<file path="config.mk">
export PLATFORM = sky130hd
export DESIGN_NAME = bitstream_quad_mixer
export DESIGN_NICKNAME = d
export VERILOG_FILES = /design/src/rtl/bqm_pkg.sv /design/src/rtl/bqm_lo_nco.sv /design/src/rtl/bqm_pair_counter.sv /design/src/rtl/bitstream_quad_mixer.sv
export SDC_FILE = /design/constraint.sdc
export NUM_CORES = 1
export LEC_CHECK = 0
export ABC_AREA = 1
export BUFFER_PORTS_ARGS = -buffer_cell sky130_fd_sc_hd__buf_4
export CAP_MARGIN = 25
export CORE_UTILIZATION = 45
export CTS_CLUSTER_SIZE = 14
export DETAILED_ROUTE_END_ITERATION = 8
export PLACE_DENSITY = 0.65
export SLEW_MARGIN = 15
export SYNTH_ARGS = -nofsm -noshare
export SYNTH_HDL_FRONTEND = slang
export SYNTH_SLANG_ARGS = --single-unit
</file>
<file path="constraint.sdc">
create_clock -name clk -period 2.3 [get_ports clk]
set_input_delay 0.345 -clock clk [delete_from_list [all_inputs] [get_ports clk]]
set_output_delay 0.345 -clock clk [all_outputs]
set_load 0.02 [all_outputs]
</file>
<file path="src/rtl/bqm_pkg.sv">
package bqm_pkg;
  // Start offsets in quarter turns of the phase circle.
  localparam int unsigned COS_QUARTERS = 3;
  localparam int unsigned SIN_QUARTERS = 0;
  localparam int unsigned NUM_CH       = 2;
endpackage

</file>
<file path="src/rtl/bqm_lo_nco.sv">
module bqm_lo_nco #(
  parameter int unsigned PHASE_W       = 32,
  parameter int unsigned START_QUARTERS = 0
) (
  input  logic               clk,
  input  logic               rst_n,
  input  logic [PHASE_W-1:0] step,
  input  logic               restart,
  output logic               lo_bit
);
  localparam logic [PHASE_W-1:0] START = PHASE_W'(START_QUARTERS) << (PHASE_W - 2);

  logic [PHASE_W-1:0] phase_q, phase_d;

  always_comb begin
    if (restart) phase_d = START;
    else         phase_d = phase_q + step;
  end

  always_ff @(posedge clk or negedge rst_n) begin
    if (!rst_n) phase_q <= START;
    else        phase_q <= phase_d;
  end

  assign lo_bit = phase_q[PHASE_W-1];


  restart_phase_chk: assert property (@(posedge clk) disable iff (!rst_n)
    restart |=> (phase_q == START));
endmodule

</file>
<file path="src/rtl/bqm_pair_counter.sv">
module bqm_pair_counter #(
  parameter int unsigned CNT_W = 32
) (
  input  logic             clk,
  input  logic             rst_n,
  input  logic             mix_bit,
  input  logic             sample,
  output logic [CNT_W-1:0] neg_out,
  output logic [CNT_W-1:0] pos_out
);
  logic             half_q, half_d;
  logic             first_q, first_d;
  logic [CNT_W-1:0] neg_q, neg_d, pos_q, pos_d;
  logic [CNT_W-1:0] neg_live, pos_live;
  logic [CNT_W-1:0] neg_out_d, pos_out_d;
  logic             neg_dec, pos_dec;

  always_comb begin
    neg_dec   = half_q & ~first_q & ~mix_bit;
    pos_dec   = half_q &  first_q &  mix_bit;
    neg_live  = neg_q - CNT_W'(neg_dec);
    pos_live  = pos_q - CNT_W'(pos_dec);
    half_d    = ~half_q;
    first_d   = mix_bit;
    neg_d     = sample ? '0 : neg_live;
    pos_d     = sample ? '0 : pos_live;
    neg_out_d = sample ? neg_live : neg_out;
    pos_out_d = sample ? pos_live : pos_out;
  end

  always_ff @(posedge clk or negedge rst_n) begin
    if (!rst_n) begin
      half_q  <= 1'b0;
      first_q <= 1'b0;
      neg_q   <= '0;
      pos_q   <= '0;
      neg_out <= '0;
      pos_out <= '0;
    end else begin
      half_q  <= half_d;
      first_q <= first_d;
      neg_q   <= neg_d;
      pos_q   <= pos_d;
      if (sample) begin
        neg_out <= neg_out_d;
        pos_out <= pos_out_d;
      end
    end
  end


  mixed_pair_idle_chk: assert property (@(posedge clk) disable iff (!rst_n)
    (half_q && (first_q != mix_bit) && !sample) |=> ($stable(neg_q) && $stable(pos_q)));


  one_counter_moves_chk: assert property (@(posedge clk) disable iff (!rst_n)
    !sample |=> ($stable(neg_q) || $stable(pos_q)));


  restart_after_sample_chk: assert property (@(posedge clk) disable iff (!rst_n)
    sample |=> (neg_q == '0 && pos_q == '0));


  outputs_hold_chk: assert property (@(posedge clk) disable iff (!rst_n)
    !sample |=> ($stable(neg_out) && $stable(pos_out)));
endmodule

</file>
<file path="src/rtl/bitstream_quad_mixer.sv">
module bitstream_quad_mixer #(
  parameter int unsigned PHASE_W      = 32,
  parameter int unsigned CNT_W        = 32,
  parameter int unsigned PATTERN_LOG2 = 18
) (
  input  logic               clk,
  input  logic               rst_n,
  input  logic               rf_bit,
  input  logic [PHASE_W-1:0] step_word,
  input  logic               sample_stb,
  output logic [CNT_W-1:0]   i_neg_cnt,
  output logic [CNT_W-1:0]   i_pos_cnt,
  output logic [CNT_W-1:0]   q_neg_cnt,
  output logic [CNT_W-1:0]   q_pos_cnt,
  output logic               cnt_valid
);
  import bqm_pkg::*;

  localparam logic [PATTERN_LOG2-1:0] LAST_POS = '1;

  logic [PATTERN_LOG2-1:0] pos_q, pos_d;
  logic [PHASE_W-1:0]      step_q, step_d;
  logic                    boundary;
  logic                    valid_d;
  logic [NUM_CH-1:0]       lo_bits, mix_bits;
  logic [CNT_W-1:0]        neg_arr [NUM_CH];
  logic [CNT_W-1:0]        pos_arr [NUM_CH];

  always_comb begin
    boundary = (pos_q == LAST_POS);
    pos_d    = pos_q + 1'b1;
    step_d   = boundary ? step_word : step_q;
    valid_d  = sample_stb;
  end

  always_ff @(posedge clk or negedge rst_n) begin
    if (!rst_n) begin
      pos_q     <= '0;
      step_q    <= '0;
      cnt_valid <= 1'b0;
    end else begin
      pos_q     <= pos_d;
      cnt_valid <= valid_d;
      if (boundary) step_q <= step_d;
    end
  end

  for (genvar ch = 0; ch < NUM_CH; ch++) begin : g_ch
    localparam int unsigned QUARTERS = (ch == 0) ? COS_QUARTERS : SIN_QUARTERS;

    bqm_lo_nco #(
      .PHASE_W        (PHASE_W),
      .START_QUARTERS (QUARTERS)
    ) u_nco (
      .clk     (clk),
      .rst_n   (rst_n),
      .step    (step_q),
      .restart (boundary),
      .lo_bit  (lo_bits[ch])
    );

    assign mix_bits[ch] = rf_bit ^ lo_bits[ch];

    bqm_pair_counter #(
      .CNT_W (CNT_W)
    ) u_cnt (
      .clk     (clk),
      .rst_n   (rst_n),
      .mix_bit (mix_bits[ch]),
      .sample  (sample_stb),
      .neg_out (neg_arr[ch]),
      .pos_out (pos_arr[ch])
    );
  end

  assign i_neg_cnt = neg_arr[0];
  assign i_pos_cnt = pos_arr[0];
  assign q_neg_cnt = neg_arr[1];
  assign q_pos_cnt = pos_arr[1];


  valid_follows_strobe_chk: assert property (@(posedge clk) disable iff (!rst_n)
    sample_stb |=> cnt_valid);


  valid_needs_strobe_chk: assert property (@(posedge clk) disable iff (!rst_n)
    !sample_stb |=> !cnt_valid);


  step_held_chk: assert property (@(posedge clk) disable iff (!rst_n)
    !boundary |=> $stable(step_q));


  step_loaded_chk: assert property (@(posedge clk) disable iff (!rst_n)
    boundary |=> (step_q == $past(step_word)));
endmodule

</file>
==> results of run 1 <==
metal layers:
layer | GRT usage, % | vias to the layer above | wire (um)
met4 | 6.55 | 0 | 1300
li1 | - | 8997 | -
met3 | 3.82 | 84 | 2570
met5 | 0 | - | 0
met2 | 38.7 | 413 | 24800
met1 | 33.1 | 8407 | 25500
sequential cells by signal, summed over array words and instances (netlist names):
| name | cells |
|---|---|
| g_ch.u_cnt.neg_out | 64 |
| g_ch.u_cnt.neg_q | 64 |
| g_ch.u_cnt.pos_out | 64 |
| g_ch.u_cnt.pos_q | 64 |
| g_ch.u_nco.phase_q | 64 |
| step_q | 32 |
| pos_q | 18 |
| g_ch.u_cnt.first_q | 2 |
| g_ch.u_cnt.half_q | 2 |
| cnt_valid | 1 |
power by group through the flow:
| stage | combinational (mW) | sequential [mW] | clock (mW) |
|---|---|---|---|
| after floorplan | 1.26 | 7.53 | 0 |
| after global placement | 2.57 | 7.31 | 0 |
| after detailed placement | 2.59 | 7.31 | 0 |
| after CTS | 2.65 | 7.20 | 7.36 |
| after global routing | 3.06 | 7.24 | 7.64 |
| final | 2.75 | 7.20 | 7.19 |
placed cells by master, fill, tap and decap left out, types with 10 or more instances in the layout:
cell / instances
nand2_1: 892
nor2_1: 463
dfrtp_1: 373
inv_1: 321
buf_4: 223
xnor2_1: 86
nand3_1: 79
o21ai_0: 74
a21oi_1: 71
ha_1: 64
xor2_1: 53
clkbuf_16: 42
dlygate4sd3_1: 32
and2_1: 30
nand4_1: 29
nor3_1: 27
a31oi_1: 15
o21ai_1: 14
nor2_4: 11
nand2_2: 10
logic make-up after synthesis:
| family | Yosys count | share of synthesized area, % |
|---|---|---|
| AOI/OAI and AO/OA | 186 | 4.73 |
| and+or+nand+nor | 1589 | 31.4 |
| xor gates and xnor gates | 148 | 6.32 |
| DFF | 375 | 45.8 |
| buffers and inverters | 380 | 7.25 |
| adders and majority gates | 73 | 4.53 |
worst register-to-register path: cells and delay by family, from the launching register on:
kind | cells | cell delay (ns)
simple gates | 10 | 0.92
flops | 1 | 0.40
fa+ha+maj | 2 | 0.40
xor+xnor | 1 | 0.27
compound gates | 1 | 0.15
worst max-delay path by stage:
stage                     cells after the start                               endpoint
after global routing                         14  g_ch[1].u_cnt.pos_out[28]$_DFFE_PN0P_
after floorplan                              12  g_ch[0].u_cnt.neg_out[16]$_DFFE_PN0P_
after global placement                       15  g_ch[1].u_cnt.pos_out[28]$_DFFE_PN0P_
after detailed placement                     15  g_ch[1].u_cnt.pos_out[28]$_DFFE_PN0P_
after CTS                                    14  g_ch[1].u_cnt.pos_out[28]$_DFFE_PN0P_
final                                        14  g_ch[1].u_cnt.pos_out[28]$_DFFE_PN0P_
area by class of cell:
| cell class | count | area, um2 |
|---|---|---|
| fillers | 4192 | 19600 |
| repair buffers | 268 | 2220 |
| clock buffers | 51 | 1140 |
| well taps | 592 | 741 |
| clock inverters | 25 | 340 |
| inverters | 327 | 1240 |
| flip-flops and latches | 375 | 9390 |
| multi-input cells | 1996 | 9930 |
timing repair:
| action | in CTS | in global routing |
|---|---|---|
| buffers inserted | 0 | 11 |
| pin swaps | 0 | 37 |
| setup endpoints to repair | 19 | 99 |
| hold buffers | 32 | 0 |
| endpoints found under the hold margin | 83 | 0 |
| resized for setup | 3 | 82 |
==> results by group, run 1 <==
Synthesis
  – Number of synthesized flops with an enable pin: 0
  – Top-area cell type share of the netlist area: a little under half
  – Post-synth top cells: nand2_1 (902), nor2_1 (471), dfrtp_1 (373)
  – Predominant post-synthesis flop cell: dfrtp_1
  – Netlist Area Pre-Place: approximately 20000 um2
  – Synth top area cells: dfrtp_1 (46%), nand2_1 (17%), nor2_1 (8.6%)
  – Yosys warns: 0
  – Area leader, netlist: dfrtp_1
  – Most frequent cell after synthesis: nand2_1
  – Synth Area per Inst: between 7 and 8 um2
  – Synth cell types: 39
  – Yosys reg bits: about 380
  – Synthesized Nets: 2860
  – Asr flop ratio synth: 100%
  – Post-synthesis sequential area ratio: 45.8%
  – Synthesized instance count: 2751

Timing
  – Rel. slew slack: ~48%
  – Final setup violation count: 0
  – Pins Over Slew Limit: 0
  – Hold Fails Final Rpt: 0
  – RSZ-0062 raised after global routing: true
  – Fin crit period: 2.25 ns
  – Worst hold slack: ~0.024 ns
  – Final period utilization: approximately 98%
  – Post-route setup TNS: 0 ns
  – Final WS setup: 0.0512 ns
  – Max frequency: 445 MHz
  – Clock Skew: 0.0308 ns
  – Slew @ Worst Pin: 0.780 ns

Worst setup path
  – CP endpoint kind: register
  – Crit path max fanout: 3
  – Slowest CP cell: dfrtp_1
  – Critical path class: reg -> reg
  – Crit path largest cell delay: roughly 0.4 ns
  – Worst Setup Start Kind: register
  – Crit-path cells: xor2_2, nand2_1, nor2_1, ha_2, ha_4, nand2_4, nor2_4, nand2_2, nor2_4, nand2_2, o21ai_2, nand2_1, nand2_1, nand2_1
  – Reg-to-Reg Start: g_ch[1].u_nco.phase_q[31]$_DFF_PN0_
  – Top delay family on crit path: simple AND/OR/NAND/NOR gates
  – Most frequent CP cell: nand2_1
  – R2R depth: 14
  – Buffers & Inverters on Critical Path: 0
  – CP Data Arrival Time: between 2 and 3 ns
  – Worst reg2reg setup slack: 0.05 ns
  – Critical Path RT: 2.76 ns
  – Crit Reg-Reg Endpoint: g_ch[1].u_cnt.pos_out[28]$_DFFE_PN0P_
  – Crit. Startpoint: g_ch[1].u_nco.phase_q[31]$_DFF_PN0_

Min path
  – Hold Path Sink: step_q[31]$_DFFE_PN0P_
  – Hold_sp: step_word[31]
  – Worst min path class: in -> reg
  – Hold depth: 3

Placed design
  – Cell count after placement: 3515
  – Port bufs: 164
  – HPWL reported at the end of detailed placement: 40.0 mm
  – Post-Place Cell Area: 22800 um2
  – Place WS: -0.157 ns
  – GP Congestion: about 0.94

Global route
  – Grt total ovfl: 0
  – Vias in the first global route: 17900
  – Initial antenna violation count: 0
  – Total GRT Usage: 23.9%
  – First-pass GRT wire length: 89.9 mm
  – Largest net degree at the start of global routing: 176

Clocking
  – Root buf cell: clkbuf_16
  – CTS tree: built
  – Clk buf depth: 3
  – Clock slew at reported path FFs: 0.06 ns
  – Clk sink count: 375
  – Worst skew pair latency: 0.59 ns
  – Num CTS Buffers: 42
  – H-tree levels: 2

Floorplan
  – Core ar.: ~45000 um2
  – Boundary Pins: 165
  – Initial Util: between 40% and 50%
  – Die area: between 40000 and 50000 um2
  – Die W: 215 um
  – Cell Rows: between 70 and 80
  – Chip Height: 215 um

Detailed routing
  – 1st-iter DRT viols: about 1300
  – Drt wl/cell: ~15 um
  – Vias: between 15000 and 20000
  – Post-route DRC: 0
  – Final ANT Viol Nets: 0
  – Via-to-Cell Ratio: 4.93
  – First drt pass iteration count: 5
  – Drt total wl: 54.2 mm

Finish
  – Antenna cells: 0
  – Final nets: 3119
  – Syn-to-layout area delta: 22.0%
  – Fin util: between 50% and 60%
  – Layout Cell Area excl Fill: 25000 um2
  – Share of cells above drive strength 1: about 13%
  – Final Non-Filler Cells: 3634

Power
  – Combinational power share: between 10% and 20%
  – Total Power: 17.1 mW
  – Internal power: 12.3 mW
  – Clk pwr share: 42.0%
  – LEAKAGE: 13.0 nW
  – Net load switching power: 4.88 mW
  – Switching share of power: 28.4%
  – Pwr/cell area: 685 nW/um2
  – Worst VDD drop: ~0.00046 V
  – Sequential share of power: 42.0%

Run
  – Max-cap violations: 0

Outcome
  – Status: complete, no violations
(Power assumes the default switching activity.)
==> run 2: changes to the inputs <==
ABC_AREA = default   (was 1)
BUFFER_PORTS_ARGS = default   (was -buffer_cell sky130_fd_sc_hd__buf_4)
DONT_BUFFER_PORTS = 1   (was default)
PLACE_DENSITY = default   (was 0.65)
==> results by group, run 2 <==
Outcome
  – Status: finished with violations
  – Failing checks: hold timing, setup timing

Clocking
  – Worst skew pair latency: 0.57 ns
  – CTS tree: built
  – Clock slew at reported path FFs: around 0.060 ns
  – H-tree levels: 2
  – Hold buffer count at cts: 57
  – Clk sink count: 375
  – Num CTS Buffers: between 40 and 50
  – Root buf cell: clkbuf_16
  – Clk buf depth: 3

Timing
  – Rel. slew slack: less than 1%
  – Max frequency: 352 MHz
  – Hold Fails Final Rpt: ~400
  – Worst hold slack: -0.521 ns
  – Pins Over Slew Limit: 0
  – Final period utilization: 124%
  – Slew @ Worst Pin: around 1.5 ns
  – RSZ-0062 raised after global routing: true
  – Final WS setup: -0.544 ns
  – Post-route setup TNS: -34.36 ns
  – Final setup violation count: 155
  – Fin crit period: 2.84 ns
  – Clock Skew: 0.00954 ns

Finish
  – Layout Cell Area excl Fill: about 25000 um2
  – Register area: 9400 um2
  – Share of cells above drive strength 1: 31.8%
  – Area of the multi-input gates: ~10000 um2
  – Commonest cells after routing, fill and taps aside: dfrtp_1 (364), nor2_1 (350), buf_4 (211)
  – Syn-to-layout area delta: 40.5%
  – Final nets: 2234
  – Most common cell after layout, fill and taps aside: dfrtp_1
  – Fillers: 3052
  – Final Non-Filler Cells: 2677

Synthesis
  – Yosys warns: 0
  – Yosys reg bits: 375
  – Synth top area cells: dfrtp_1 (53%), nor2_1 (8.0%), xnor2_1 (6.3%)
  – Netlist Area Pre-Place: 17700 um2
  – Post-synth top cells: nor2_1 (375), dfrtp_1 (373), a21oi_1 (186)
  – Post-synthesis sequential area ratio: 53.1%
  – Number of synthesized flops with an enable pin: 0
  – Synthesized instance count: 1825
  – Synth Area per Inst: around 9.7 um2
  – Top-area cell type share of the netlist area: 52.8%
  – Synth cell types: 56
  – Asr flop ratio synth: 100%
  – Predominant post-synthesis flop cell: dfrtp_1
  – Synthesized Nets: 1934
  – Most frequent cell after synthesis: nor2_1
  – Area leader, netlist: dfrtp_1

Placed design
  – Post-Place Cell Area: 19800 um2
  – HPWL reported at the end of detailed placement: roughly 26 mm
  – Port bufs: 0
  – GP Congestion: 0.846
  – Cell count after placement: 2466

Floorplan
  – Chip Height: 200 um
  – Boundary Pins: 165
  – Die area: 40100 um2
  – Cell Rows: 72
  – Die W: approximately 200 um
  – Core ar.: 38700 um2
  – Initial Util: 45.6%

Worst setup path
  – CP endpoint kind: register
  – Crit path max fanout: 4
  – R2R depth: 11
  – Worst Setup Start Kind: register
  – Critical path class: reg -> reg
  – Critical Path RT: 2.71 ns
  – CP Data Arrival Time: 3.26 ns

Run
  – Max-cap violations: 0

Min path
  – Worst min path class: in -> async

Detailed routing
  – Drt wl/cell: 16.5 um
  – Drt total wl: around 44 mm
  – 1st-iter DRT viols: between 600 and 700
  – Via-to-Cell Ratio: 5.27
  – Post-route DRC: 0
  – First drt pass iteration count: 5
  – Vias: 14100
  – Final ANT Viol Nets: 0

Power
  – LEAKAGE: 10.6 nW
  – Worst VDD drop: 0.000596 V
  – Pwr/cell area: 663 nW/um2
  – Total Power: 16.5 mW

Global route
  – First-pass GRT wire length: around 71 mm
  – Grt total ovfl: 0
  – Total GRT Usage: between 20% and 30%
  – Initial antenna violation count: 1
  – Vias in the first global route: 14300
  – Largest net degree at the start of global routing: 378
run 2: changes by cell type after synthesis, sizes merged, moves of 16 or more:
cell,previous run,this run
inv,326,29
xnor2,92,127
clkbuf,39,66
nand2,905,178
and2,30,12
nand3,90,19
nor2,483,375
a21oi,73,186
nand2b,0,16
or4,0,18
nor4,1,29
a21o,3,29
o21ai,90,46
run 2: critical path, cell delays in order (launching register included):
cell and delay (ns):
dfstp_2 0.55, xor2_2 0.17, and3_4 0.22, ha_4 0.13, nand2_2 0.04, or4_4 0.41, or4_4 0.46, nor3_4 0.22
buf_6 0.15, nand3b_4 0.08, xor2_2 0.19, a21oi_2 0.07
run 2: area by class of cell:
type                       instances  area share (%)
antenna                            1          0.0101
clock buffer                      60            4.99
clock inverter                    18           0.867
inverter                          29           0.438
multi-input combinational       1348            41.7
sequential                       375            37.9
tap                              518            2.61
timing repair buffer             328            11.5
run 2: repair_timing:
| action | in CTS | in global routing |
|---|---|---|
| resized for setup | 233 | 248 |
| hold endpoints to repair | 666 | 610 |
| pin swaps | 135 | 144 |
| cloned | 0 | 0 |
| buffers inserted | 46 | 44 |
| setup endpoints to repair | 186 | 223 |
run 2: final timing paths:
check,slack (ns),from,to
min in group clk,-0.18,sample_stb,cnt_valid$_DFF_PN0_
max in group asynchronous,1.51,rst_n,step_q[7]$_DFFE_PN0P_
worst max register to register,-0.54,g_ch[0].u_nco.phase_q[31]$_DFF_PN1_,g_ch[0].u_cnt.pos_out[31]$_DFFE_PN0P_
worst max-delay path,-0.54,g_ch[0].u_nco.phase_q[31]$_DFF_PN1_,g_ch[0].u_cnt.pos_out[31]$_DFFE_PN0P_
worst min-delay path,-0.52,rst_n,g_ch[0].u_cnt.pos_out[5]$_DFFE_PN0P_
worst min register to register,0.47,g_ch[0].u_cnt.half_q$_DFF_PN0_,g_ch[0].u_cnt.half_q$_DFF_PN0_
run 2: cells by family after synthesis:
kind of cell / count (synthesis) / share of synthesized area [%]
muxes: 12 / 0.680
DFF: 375 / 53.1
buffers and inverters: 102 / 2.21
and+or+nand+nor: 754 / 19.0
AOI/OAI and AO/OA: 324 / 10.6
adders and majority gates: 73 / 5.25
xor gates and xnor gates: 185 / 9.17
run 2: through the flow:
step | setup WS (ns) | hold slack, ns | utilization [%]
final | -0.544 | -0.521 | 64.1
after global routing | -0.623 | -0.555 | 64.1
after CTS | -0.510 | -0.559 | 60.1
after detailed placement | -0.571 | 0.0569 | 51.1
after floorplan | -0.464 | 0.0494 | -
after global placement | -0.544 | 0.0568 | 51.1
run 2: per-layer routing:
layer  wire (um)  global-route usage (%)
met4        1210                    7.72
met3        2080                    4.18
met5          31                   0.595
met1       19300                    28.1
met2       21400                    35.5
run 2: where the power goes:
group	leakage, nW	switching, mW	internal (mW)
Sequential	4.51	0.647	6.95
Clock	0.725	2.76	4.23
Combinational	5.33	0.906	0.972
Total	10.6	4.32	12.2
